===== config.mk =====
export PLATFORM = sky130hd
export DESIGN_NAME = split_lcd_refresh
export DESIGN_NICKNAME = d
export VERILOG_FILES = /design/src/rtl/lcd_seq_pkg.sv /design/src/rtl/lcd_seq_datapath.sv /design/src/rtl/lcd_seq_control.sv /design/src/rtl/split_lcd_refresh.sv
export SDC_FILE = /design/constraint.sdc
export NUM_CORES = 1
export LEC_CHECK = 0
export BUFFER_PORTS_ARGS = -buffer_cell sky130_fd_sc_hd__buf_4
export CAP_MARGIN = 0
export CORE_ASPECT_RATIO = 1.25
export CORE_MARGIN = 2
export CORE_UTILIZATION = 60
export DETAILED_ROUTE_END_ITERATION = 16
export PLACE_DENSITY = 0.8
export SETUP_SLACK_MARGIN = 0.2
export SLEW_MARGIN = 10
export SYNTH_ARGS = -nofsm -noshare
export SYNTH_HDL_FRONTEND = slang
export SYNTH_HIERARCHICAL = 1
export SYNTH_SLANG_ARGS = --single-unit

===== constraint.sdc =====
create_clock -name clk -period 3.5 [get_ports clk]
set_input_delay 0.175 -clock clk [delete_from_list [all_inputs] [get_ports clk]]
set_output_delay 0.175 -clock clk [all_outputs]
set_load 0.01 [all_outputs]

===== src/rtl/lcd_seq_pkg.sv =====
`timescale 1ns/1ps
package lcd_seq_pkg;

  // which byte the datapath drives onto the bus
  typedef enum logic [2:0] {
    SEL_SWRST,
    SEL_DISPON,
    SEL_LINE0,
    SEL_PAGE,
    SEL_COLUMN,
    SEL_DATA
  } byteSel_e;

  // strobes from control to datapath
  typedef struct packed {
    byteSel_e sel;
    logic     posClear;
    logic     pageInc;
    logic     colStep;
    logic     sideSet;
    logic     loadRam;
  } seqCtl_t;

  localparam logic [7:0] OP_SWRST  = 8'hE2;
  localparam logic [7:0] OP_DISPON = 8'hAF;
  localparam logic [7:0] OP_LINE0  = 8'hC0;
  localparam logic [7:0] OP_PAGE   = 8'hB8;
  localparam logic [7:0] OP_COLUMN = 8'h00;

endpackage


===== src/rtl/lcd_seq_datapath.sv =====
`timescale 1ns/1ps
module lcd_seq_datapath
  import lcd_seq_pkg::*;
#(
  parameter int WIDTH    = 122,
  parameter int HEIGHT   = 32,
  parameter int TICK_DIV = 4000000
) (
  input  logic                                         clk,
  input  logic                                         rstN,
  input  seqCtl_t                                      ctl,
  input  logic                                         clearing,
  output logic [$clog2(WIDTH*((HEIGHT+7)/8))-1:0]      fbAddr,
  input  logic [7:0]                                   fbRdData,
  output logic [7:0]                                   busByte,
  output logic [1:0]                                   busCs,
  output logic                                         busIsData,
  output logic                                         tick,
  output logic                                         lastCol,
  output logic                                         lastPage,
  output logic                                         onRight
);

  localparam int HALF  = WIDTH / 2;
  localparam int PAGES = (HEIGHT + 7) / 8;
  localparam int DEPTH = WIDTH * PAGES;
  localparam int AW    = $clog2(DEPTH);
  localparam int PW    = (PAGES > 1) ? $clog2(PAGES) : 1;
  localparam int CW    = (HALF > 1) ? $clog2(HALF) : 1;
  localparam int TW    = $clog2(TICK_DIV);

  logic [PW-1:0] page;
  logic [CW-1:0] col;
  logic [7:0]    dataReg;
  logic [TW-1:0] tickCnt;

  // position counters and read data capture
  always_ff @(posedge clk or negedge rstN) begin
    if (!rstN) begin
      page    <= '0;
      col     <= '0;
      onRight <= 1'b0;
      dataReg <= '0;
    end else begin
      if (ctl.posClear) begin
        page    <= '0;
        col     <= '0;
        onRight <= 1'b0;
      end else if (ctl.pageInc) begin
        page    <= page + 1'b1;
        col     <= '0;
        onRight <= 1'b0;
      end else if (ctl.colStep) begin
        col     <= col + 1'b1;
        onRight <= 1'b0;
      end else if (ctl.sideSet) begin
        onRight <= 1'b1;
      end
      if (ctl.loadRam) dataReg <= fbRdData;
    end
  end

  // refresh tick divider
  always_ff @(posedge clk or negedge rstN) begin
    if (!rstN) begin
      tickCnt <= '0;
      tick    <= 1'b0;
    end else if (tickCnt == TW'(TICK_DIV - 1)) begin
      tickCnt <= '0;
      tick    <= 1'b1;
    end else begin
      tickCnt <= tickCnt + 1'b1;
      tick    <= 1'b0;
    end
  end

  assign lastCol  = (col == CW'(HALF - 1));
  assign lastPage = (page == PW'(PAGES - 1));
  assign fbAddr   = AW'(page) * AW'(WIDTH) + (onRight ? AW'(HALF) : AW'(0)) + AW'(col);

  always_comb begin
    busIsData = 1'b0;
    busCs     = 2'b11;
    case (ctl.sel)
      SEL_SWRST:  busByte = OP_SWRST;
      SEL_DISPON: busByte = OP_DISPON;
      SEL_LINE0:  busByte = OP_LINE0;
      SEL_PAGE:   busByte = OP_PAGE | 8'(page);
      SEL_COLUMN: busByte = OP_COLUMN;
      default: begin
        busIsData = 1'b1;
        busByte   = clearing ? 8'h00 : dataReg;
        busCs     = clearing ? 2'b11 : (onRight ? 2'b10 : 2'b01);
      end
    endcase
  end


  // addr_range_chk
  addr_range_chk: assert property (@(posedge clk) disable iff (!rstN)
    int'(fbAddr) < DEPTH);


  // pos_range_chk
  pos_range_chk: assert property (@(posedge clk) disable iff (!rstN)
    (int'(page) < PAGES) && (int'(col) < HALF));

endmodule


===== src/rtl/lcd_seq_control.sv =====
`timescale 1ns/1ps
module lcd_seq_control
  import lcd_seq_pkg::*;
#(
  parameter int RST_LOW_CYC = 200,
  parameter int SETTLE_CYC  = 2000
) (
  input  logic    clk,
  input  logic    rstN,
  input  logic    tick,
  input  logic    clearReq,
  input  logic    busReady,
  input  logic    lastCol,
  input  logic    lastPage,
  input  logic    onRight,
  output seqCtl_t ctl,
  output logic    clearing,
  output logic    busValid,
  output logic    lcdRstN
);

  localparam int DLY_MAX = (RST_LOW_CYC > SETTLE_CYC) ? RST_LOW_CYC : SETTLE_CYC;
  localparam int DW      = $clog2(DLY_MAX + 1);

  typedef enum logic [3:0] {
    S_RSTLO, S_SETTLE, S_INIT_RST, S_INIT_ON, S_INIT_LINE,
    S_IDLE, S_PAGE, S_COLUMN, S_FETCH, S_READ, S_DATA
  } state_e;

  state_e        state, nxt;
  logic [DW-1:0] dly;
  logic          tickPend, clrPend;
  logic          rstDone, settleDone, startFrame;

  assign rstDone    = (dly == DW'(RST_LOW_CYC - 1));
  assign settleDone = (dly == DW'(SETTLE_CYC - 1));
  assign startFrame = (state == S_IDLE) && (clrPend || tickPend);
  assign lcdRstN    = (state != S_RSTLO);

  always_comb begin
    ctl      = '0;
    ctl.sel  = SEL_DATA;
    nxt      = state;
    busValid = 1'b0;
    case (state)
      S_RSTLO:  if (rstDone) nxt = S_SETTLE;
      S_SETTLE: if (settleDone) nxt = S_INIT_RST;
      S_INIT_RST: begin
        busValid = 1'b1;
        ctl.sel  = SEL_SWRST;
        if (busReady) nxt = S_INIT_ON;
      end
      S_INIT_ON: begin
        busValid = 1'b1;
        ctl.sel  = SEL_DISPON;
        if (busReady) nxt = S_INIT_LINE;
      end
      S_INIT_LINE: begin
        busValid = 1'b1;
        ctl.sel  = SEL_LINE0;
        if (busReady) nxt = S_IDLE;
      end
      S_IDLE: if (startFrame) begin
        ctl.posClear = 1'b1;
        nxt          = S_PAGE;
      end
      S_PAGE: begin
        busValid = 1'b1;
        ctl.sel  = SEL_PAGE;
        if (busReady) nxt = S_COLUMN;
      end
      S_COLUMN: begin
        busValid = 1'b1;
        ctl.sel  = SEL_COLUMN;
        if (busReady) nxt = clearing ? S_DATA : S_FETCH;
      end
      S_FETCH: nxt = S_READ;
      S_READ: begin
        ctl.loadRam = 1'b1;
        nxt         = S_DATA;
      end
      S_DATA: begin
        busValid = 1'b1;
        if (busReady) begin
          if (!clearing && !onRight) begin
            ctl.sideSet = 1'b1;
            nxt         = S_FETCH;
          end else if (lastCol) begin
            if (lastPage) nxt = S_IDLE;
            else begin
              ctl.pageInc = 1'b1;
              nxt         = S_PAGE;
            end
          end else begin
            ctl.colStep = 1'b1;
            nxt         = clearing ? S_DATA : S_FETCH;
          end
        end
      end
      default: nxt = S_RSTLO;
    endcase
  end

  always_ff @(posedge clk or negedge rstN) begin
    if (!rstN) begin
      state    <= S_RSTLO;
      dly      <= '0;
      tickPend <= 1'b0;
      clrPend  <= 1'b0;
      clearing <= 1'b0;
    end else begin
      state <= nxt;
      if ((state == S_RSTLO && !rstDone) || (state == S_SETTLE && !settleDone))
        dly <= dly + 1'b1;
      else
        dly <= '0;
      clrPend  <= (clrPend & ~startFrame) | clearReq;
      tickPend <= (tickPend & ~(startFrame & ~clrPend)) | tick;
      if (startFrame) clearing <= clrPend;
    end
  end


  // pend_hold_chk
  pend_hold_chk: assert property (@(posedge clk) disable iff (!rstN)
    tick |=> tickPend);


  // clr_hold_chk
  clr_hold_chk: assert property (@(posedge clk) disable iff (!rstN)
    clearReq |=> clrPend);


  // quiet_reset_chk
  quiet_reset_chk: assert property (@(posedge clk) disable iff (!rstN)
    !lcdRstN |-> !busValid);

endmodule


===== src/rtl/split_lcd_refresh.sv =====
`timescale 1ns/1ps
module split_lcd_refresh
  import lcd_seq_pkg::*;
#(
  parameter int WIDTH       = 122,
  parameter int HEIGHT      = 32,
  parameter int TICK_DIV    = 4000000,
  parameter int RST_LOW_CYC = 200,
  parameter int SETTLE_CYC  = 2000
) (
  input  logic                                    clk,
  input  logic                                    rstN,
  input  logic                                    clearReq,
  input  logic                                    busReady,
  input  logic [7:0]                              fbRdData,
  output logic [$clog2(WIDTH*((HEIGHT+7)/8))-1:0] fbAddr,
  output logic                                    busValid,
  output logic                                    busIsData,
  output logic [1:0]                              busCs,
  output logic [7:0]                              busByte,
  output logic                                    lcdRstN
);

  seqCtl_t ctl;
  logic    clearing, tick, lastCol, lastPage, onRight;

  lcd_seq_control #(
    .RST_LOW_CYC(RST_LOW_CYC),
    .SETTLE_CYC (SETTLE_CYC)
  ) uCtrl (
    .clk      (clk),
    .rstN     (rstN),
    .tick     (tick),
    .clearReq (clearReq),
    .busReady (busReady),
    .lastCol  (lastCol),
    .lastPage (lastPage),
    .onRight  (onRight),
    .ctl      (ctl),
    .clearing (clearing),
    .busValid (busValid),
    .lcdRstN  (lcdRstN)
  );

  lcd_seq_datapath #(
    .WIDTH   (WIDTH),
    .HEIGHT  (HEIGHT),
    .TICK_DIV(TICK_DIV)
  ) uDp (
    .clk      (clk),
    .rstN     (rstN),
    .ctl      (ctl),
    .clearing (clearing),
    .fbAddr   (fbAddr),
    .fbRdData (fbRdData),
    .busByte  (busByte),
    .busCs    (busCs),
    .busIsData(busIsData),
    .tick     (tick),
    .lastCol  (lastCol),
    .lastPage (lastPage),
    .onRight  (onRight)
  );


  // hold_chk
  hold_chk: assert property (@(posedge clk) disable iff (!rstN)
    (busValid && !busReady) |=> (busValid && $stable(busByte) && $stable(busCs) && $stable(busIsData)));


  // cmd_both_chk
  cmd_both_chk: assert property (@(posedge clk) disable iff (!rstN)
    (busValid && !busIsData) |-> (busCs == 2'b11));


  // data_target_chk
  data_target_chk: assert property (@(posedge clk) disable iff (!rstN)
    (busValid && busIsData && (busByte != 8'h00)) |-> $onehot(busCs));

endmodule


# --- Word-level counts from Yosys, hierarchy flattened ---
# Cells that the tools add are included.
word_totals:
  register_bits: 58
  in_bits: 12
  out_inout_bits: 22
  word_cells: 118
classes:
  addsub: 6
  mul: 1
  n_eq_ne: 28
  n_mux: 45
  bitwise_logic: 8
  reduce_logical: 19
op_table:
  columns: ["operator", "n"]
  rows:
  - ["4-bit 2-to-1 mux", 11]
  - ["4-bit case mux with 11 select lines", 1]
  - ["8-bit case mux with 5 select lines", 1]
  - ["6-bit 2-to-1 mux", 4]
  - ["22-bit by 1-bit adder with 22-bit output, second input constant", 1]
  - ["22-bit equality test, second input constant", 1]
  - ["22-bit 2-to-1 mux", 1]
  - ["4-bit by 3-bit equality test with 1-bit output, second input constant", 4]
  - ["2-bit 2-to-1 mux", 8]
  - ["3-bit case mux with 5 select lines", 1]
  - ["1-bit 2-to-1 mux", 14]
  - ["4-bit equality test, second input constant", 3]
  - ["2-bit inequality test, second input constant", 6]
  - ["11-bit by 1-bit adder with 11-bit output, second input constant", 1]
  - ["11-bit equality test, second input constant", 1]
  - ["11-bit by 8-bit equality test with 1-bit output, second input constant", 1]
  - ["11-bit 2-to-1 mux", 1]
  - ["9-bit by 6-bit adder with 9-bit output", 1]
  - ["9-bit adder", 1]
  - ["9-bit AND reduction", 1]
  - ["4-bit by 2-bit equality test with 1-bit output, second input constant", 2]
  - ["2-bit by 6-bit multiplier with 8-bit output, second input constant", 1]
  - ["8-bit 2-to-1 mux", 1]
  - ["4-bit nonzero test", 2]
  - ["other kinds (22)", 38]

# --- Longest topological paths before layout ---
depth:
  ltp_word: 10
  depth_mapped: 9
  ltp_nobuf: 9

# --- Modules after synthesis ---
# The synthesis kept the hierarchy.
modules_own_cells:
  columns: ["module", "n_inst", "cells_per_inst", "area_each_um2", "seq_area_each_um2"]
  rows:
  - ["lcd_seq_datapath", 1, 257, 2521.2, 1001.0]
  - ["lcd_seq_control", 1, 122, 1074.8, 450.4]

# --- Least setup slack after synthesis ---
# Ideal clock, no wire load.
synth_timing:
  path_type: "register to output"
  start: "reg uDp.page[0]"
  end: "out fbAddr[8]"
  arrival_ns: 2.563
  required_time_ns: 3.325
  setup_slack_ns: 0.762
  stages_incl_launch_ff: 9
  path_buffers: 0
  path_cell_list: "dfrtp_1 -> inv_1 -> ha_1 -> fa_1 -> ha_1 -> nand3_1 -> o211ai_1 -> or4b_2 -> nand3_1"
synth_between:
  elab_chain_len: 3
synth_lines:
  columns: ["item", "line", "source"]
  rows:
  - ["start: declaration", "lcd_seq_datapath.sv:32", "logic [PW-1:0] page;"]
  - ["start signal: assignment", "lcd_seq_datapath.sv:50", "page <= page + 1'b1;"]
  - ["2-bit by 6-bit multiplier with 8-bit output", "lcd_seq_datapath.sv:79", "assign fbAddr = AW'(page) * AW'(WIDTH) + (onRight ? AW'(HALF) : AW'(0)) + AW'(col);"]
  - ["9-bit adder", "lcd_seq_datapath.sv:79", null]
  - ["9-bit by 6-bit adder with 9-bit output", "lcd_seq_datapath.sv:79", null]
  - ["end: declaration", "split_lcd_refresh.sv:16", "output logic [$clog2(WIDTH*((HEIGHT+7)/8))-1:0] fbAddr,"]
# Every way passes these cells.

# --- Worst setup path in the final report ---
layout_timing:
  start: "reg uDp.page[1]"
  end: "out fbAddr[8]"
# Same word-level chain as after synthesis.

==> metrics <==
Slew Limit Fails=0; sequence of cells on the critical path=inv_1 -> ha_1 -> fa_1 -> ha_1 -> nand3_1 -> o211ai_1 -> or4b_2 -> nand3_1 -> buf_4; standard-cell row count=31; synthesized area=0.00360 mm2; CTS Buf Count=9; register area share after synthesis=40.4%; Setup Skew=4.45 ps; DR WL/cell=14.4 um; DRC viols=0; Core Area=0.00578 mm2; drt first pass iters=5; CTS sink count=58; final setup violation count=0; routed vias=2805; worst skew pair latency=320 ps; Post-synth top cells=dfrtp_1, nor2_1, nand3_1; Slew HR=52.4%; async set or reset register ratio after synthesis=100%; Required @ worst endpoint=3320 ps; Reg-to-Reg Start=uCtrl/state[2]$_DFFE_PN0P_; routability cong.=0.825; first-pass GRT wire length=12.0 mm; Arrival @ worst endpoint=2990 ps; share of layout cells above drive strength 1=17.6%; ant diodes=0; clock power share=22.1%; Mapped Avg Cell Area=9.49 um2; number of routed nets with antenna violations=0; initial antenna violation count=0; Die W=73.2 um; Peak supply drop=378 uV; max-cap viol count=0; crit path max-delay cell type=or4b_2; Worst R2R End=uDp/col[5]$_DFFE_PN0N_; prevailing post-synth register cell=dfrtp_1; Starting Density=62.2%; CP startpoint=uDp/page[1]$_DFFE_PN0P_; critical path endpoint category=output port; Ports=34; Die Area=0.00663 mm2; number of cells on the critical path=9; Worst Path Buf+Inv=2; H-tree levels=3; count leader, synth=dfrtp_1; area grow syn2layout=13.0%; WL final=6.90 mm; Area contributors post-synth=dfrtp_1, ha_1, nor2_1; peak per-stage delay on the critical path=620 ps; Psw=0.000880 W; cells after synthesis=379; final worst path period need=3170 ps; detailed-placement wirelength estimate=4.98 mm; Unique masters post-synth=58; Non-Filler Instances=480; Worst Setup Path Type=reg2out; Hold Fails Final Rpt=0; Clock Path Buffers=2; vias in the first global route=2787; Post-Syn Nets=412; CTS tree=yes; hold crit path type=in2reg; Flop pwr share=37.7%; status=completed; top cell family by delay on the critical path=adder cells; Sw Share=36.9%; Synth Warn #=6; Worst R2R Setup Slack=990 ps; unrepaired setup endpoints after global routing=false; Crit Path Max Fanout=7; FMAX=0.316 GHz; Final period util=90.5%; crit path to=fbAddr[8]; power density over the cells=587 mW/mm2; Startpoint Class=flop; initial DRC count=129; DIE HEIGHT=90.6 um; Synth top area share=40.4%; pin count of the biggest net entering global routing=59; CTS root buf=clkbuf_8; Tightest Pin Transition=714 ps; Post-Place Cells=466; Post-synth EDFFs=0; Synth area leader=dfrtp_1; setup TNS=0 ps; total internal power=0.00150 W; vias per std cell=5.84; gr usage total=22.9%; PortBufs=33; GR Overflow Total=0; Final nets=446; Combinational Power Share=40.3%; Clk pin slew, worst setup/hold paths=60 ps; Leakage=1.86 nW; length in cells of the worst reg-to-reg path=7; Synth Register Bits=58
==> sequential cells by signal, summed over array words and instances, names as in the netlist <==
register        cells
uDp/tick            1
uCtrl/dly          11
uCtrl/tickPend      1
uCtrl/clrPend       1
uDp/onRight         1
uCtrl/state         4
uDp/col             6
uDp/tickCnt        22
uCtrl/clearing      1
uDp/page            2
uDp/dataReg         8
==> logic make-up after synthesis <==
family / synth area share [%]
AND/OR/NAND/NOR: 25.4
flip-flops: 40.4
AO/OA/AOI/OAI: 9.74
XOR/XNOR: 8.28
buffers and inverters: 3.69
adder cells (fa/ha/maj): 8.35
multiplexers: 4.21
==> per-stage QoR <==
stage / hold slack [ps] / cell area, um2 / power, W / setup slack (ps) / util [%]
after global placement: 275 / 3880 / 0.00184 / 583 / 67.1
after detailed placement: 283 / 3880 / 0.00186 / 527 / 67.1
after global routing: 27.4 / 4060 / 0.00256 / 205 / 70.3
after floorplan: -121 / 3600 / 0.00151 / 762 / -
final: 43.1 / 4060 / 0.00238 / 331 / 70.3
after CTS: 18.8 / 4050 / 0.00240 / 235 / 70.1
==> cells in the final DEF, fill, tap and decap left out, types with 2 or more instances in the layout <==
cell / synthesis / routed
fa_1: 5 / 5
nor4_1: 5 / 5
inv_1: 19 / 19
nor3b_1: 3 / 3
dfrtp_2: 0 / 3
a21o_1: 2 / 2
and4_1: 4 / 4
nand3_1: 22 / 22
nor3_1: 10 / 10
clkbuf_8: 0 / 12
nor3_2: 2 / 2
or2_2: 3 / 3
nor2_1: 49 / 49
xor2_1: 15 / 15
nor4b_1: 3 / 3
and3_1: 8 / 8
o21ai_0: 13 / 13
buf_4: 1 / 35
nand2_1: 20 / 20
a31oi_1: 2 / 2
nor2b_1: 7 / 7
nand2b_1: 8 / 8
o211ai_1: 2 / 2
mux2_2: 8 / 8
a21oi_1: 19 / 19
xnor2_1: 19 / 19
o31a_1: 2 / 2
mux2i_1: 5 / 5
dfrtp_1: 58 / 55
nand4_1: 10 / 10
ha_1: 16 / 16
==> how the worst min path moves through the flow <==
stage / startpoint / endpoint / slack [ps] / cells after the start
after floorplan: rstN / uCtrl/clearing$_DFFE_PN0P_ / -120 / 0
after global placement: rstN / uCtrl/dly[5]$_DFF_PN0_ / 280 / 1
after detailed placement: rstN / uCtrl/dly[6]$_DFF_PN0_ / 280 / 1
after CTS: clearReq / uCtrl/clrPend$_DFF_PN0_ / 20 / 2
after global routing: clearReq / uCtrl/clrPend$_DFF_PN0_ / 30 / 2
final: clearReq / uCtrl/clrPend$_DFF_PN0_ / 40 / 2
==> final cells by class <==
type	instances	area (um2)
tap	66	82.6
timing repair buffer	36	273
fill	446	1720
multi-input combinational	288	2010
inverter	20	75.1
clock buffer	12	165
sequential	58	1460
==> layer usage <==
layer	GRT usage (%)	part of all wire, %	vias up
met5	0	0	-
met1	28.1	43	1347
met3	4.46	3.2	10
li1	-	-	1395
met2	38.4	53	53
met4	9.88	1.2	0
==> power by group through the flow <==
stage / logic [W] / registers, W / clock network [W]
floorplan: 0.000679 / 0.000834 / 0
global placement: 0.000940 / 0.000903 / 0
detailed placement: 0.000957 / 0.000905 / 0
CTS: 0.000963 / 0.000893 / 0.000546
global route: 0.00107 / 0.000916 / 0.000573
finish: 0.000960 / 0.000898 / 0.000526
==> what timing repair did <==
| action | 4_1_cts | 5_1_grt |
|---|---|---|
| setup endpoints to repair | 1 | 1 |
| endpoints found under the hold margin | 58 | 0 |
| hold buffers | 1 | 0 |
| buffers inserted | 0 | 1 |
| gates resized for setup | 1 | 2 |
Power figures use the tool's default switching activity.
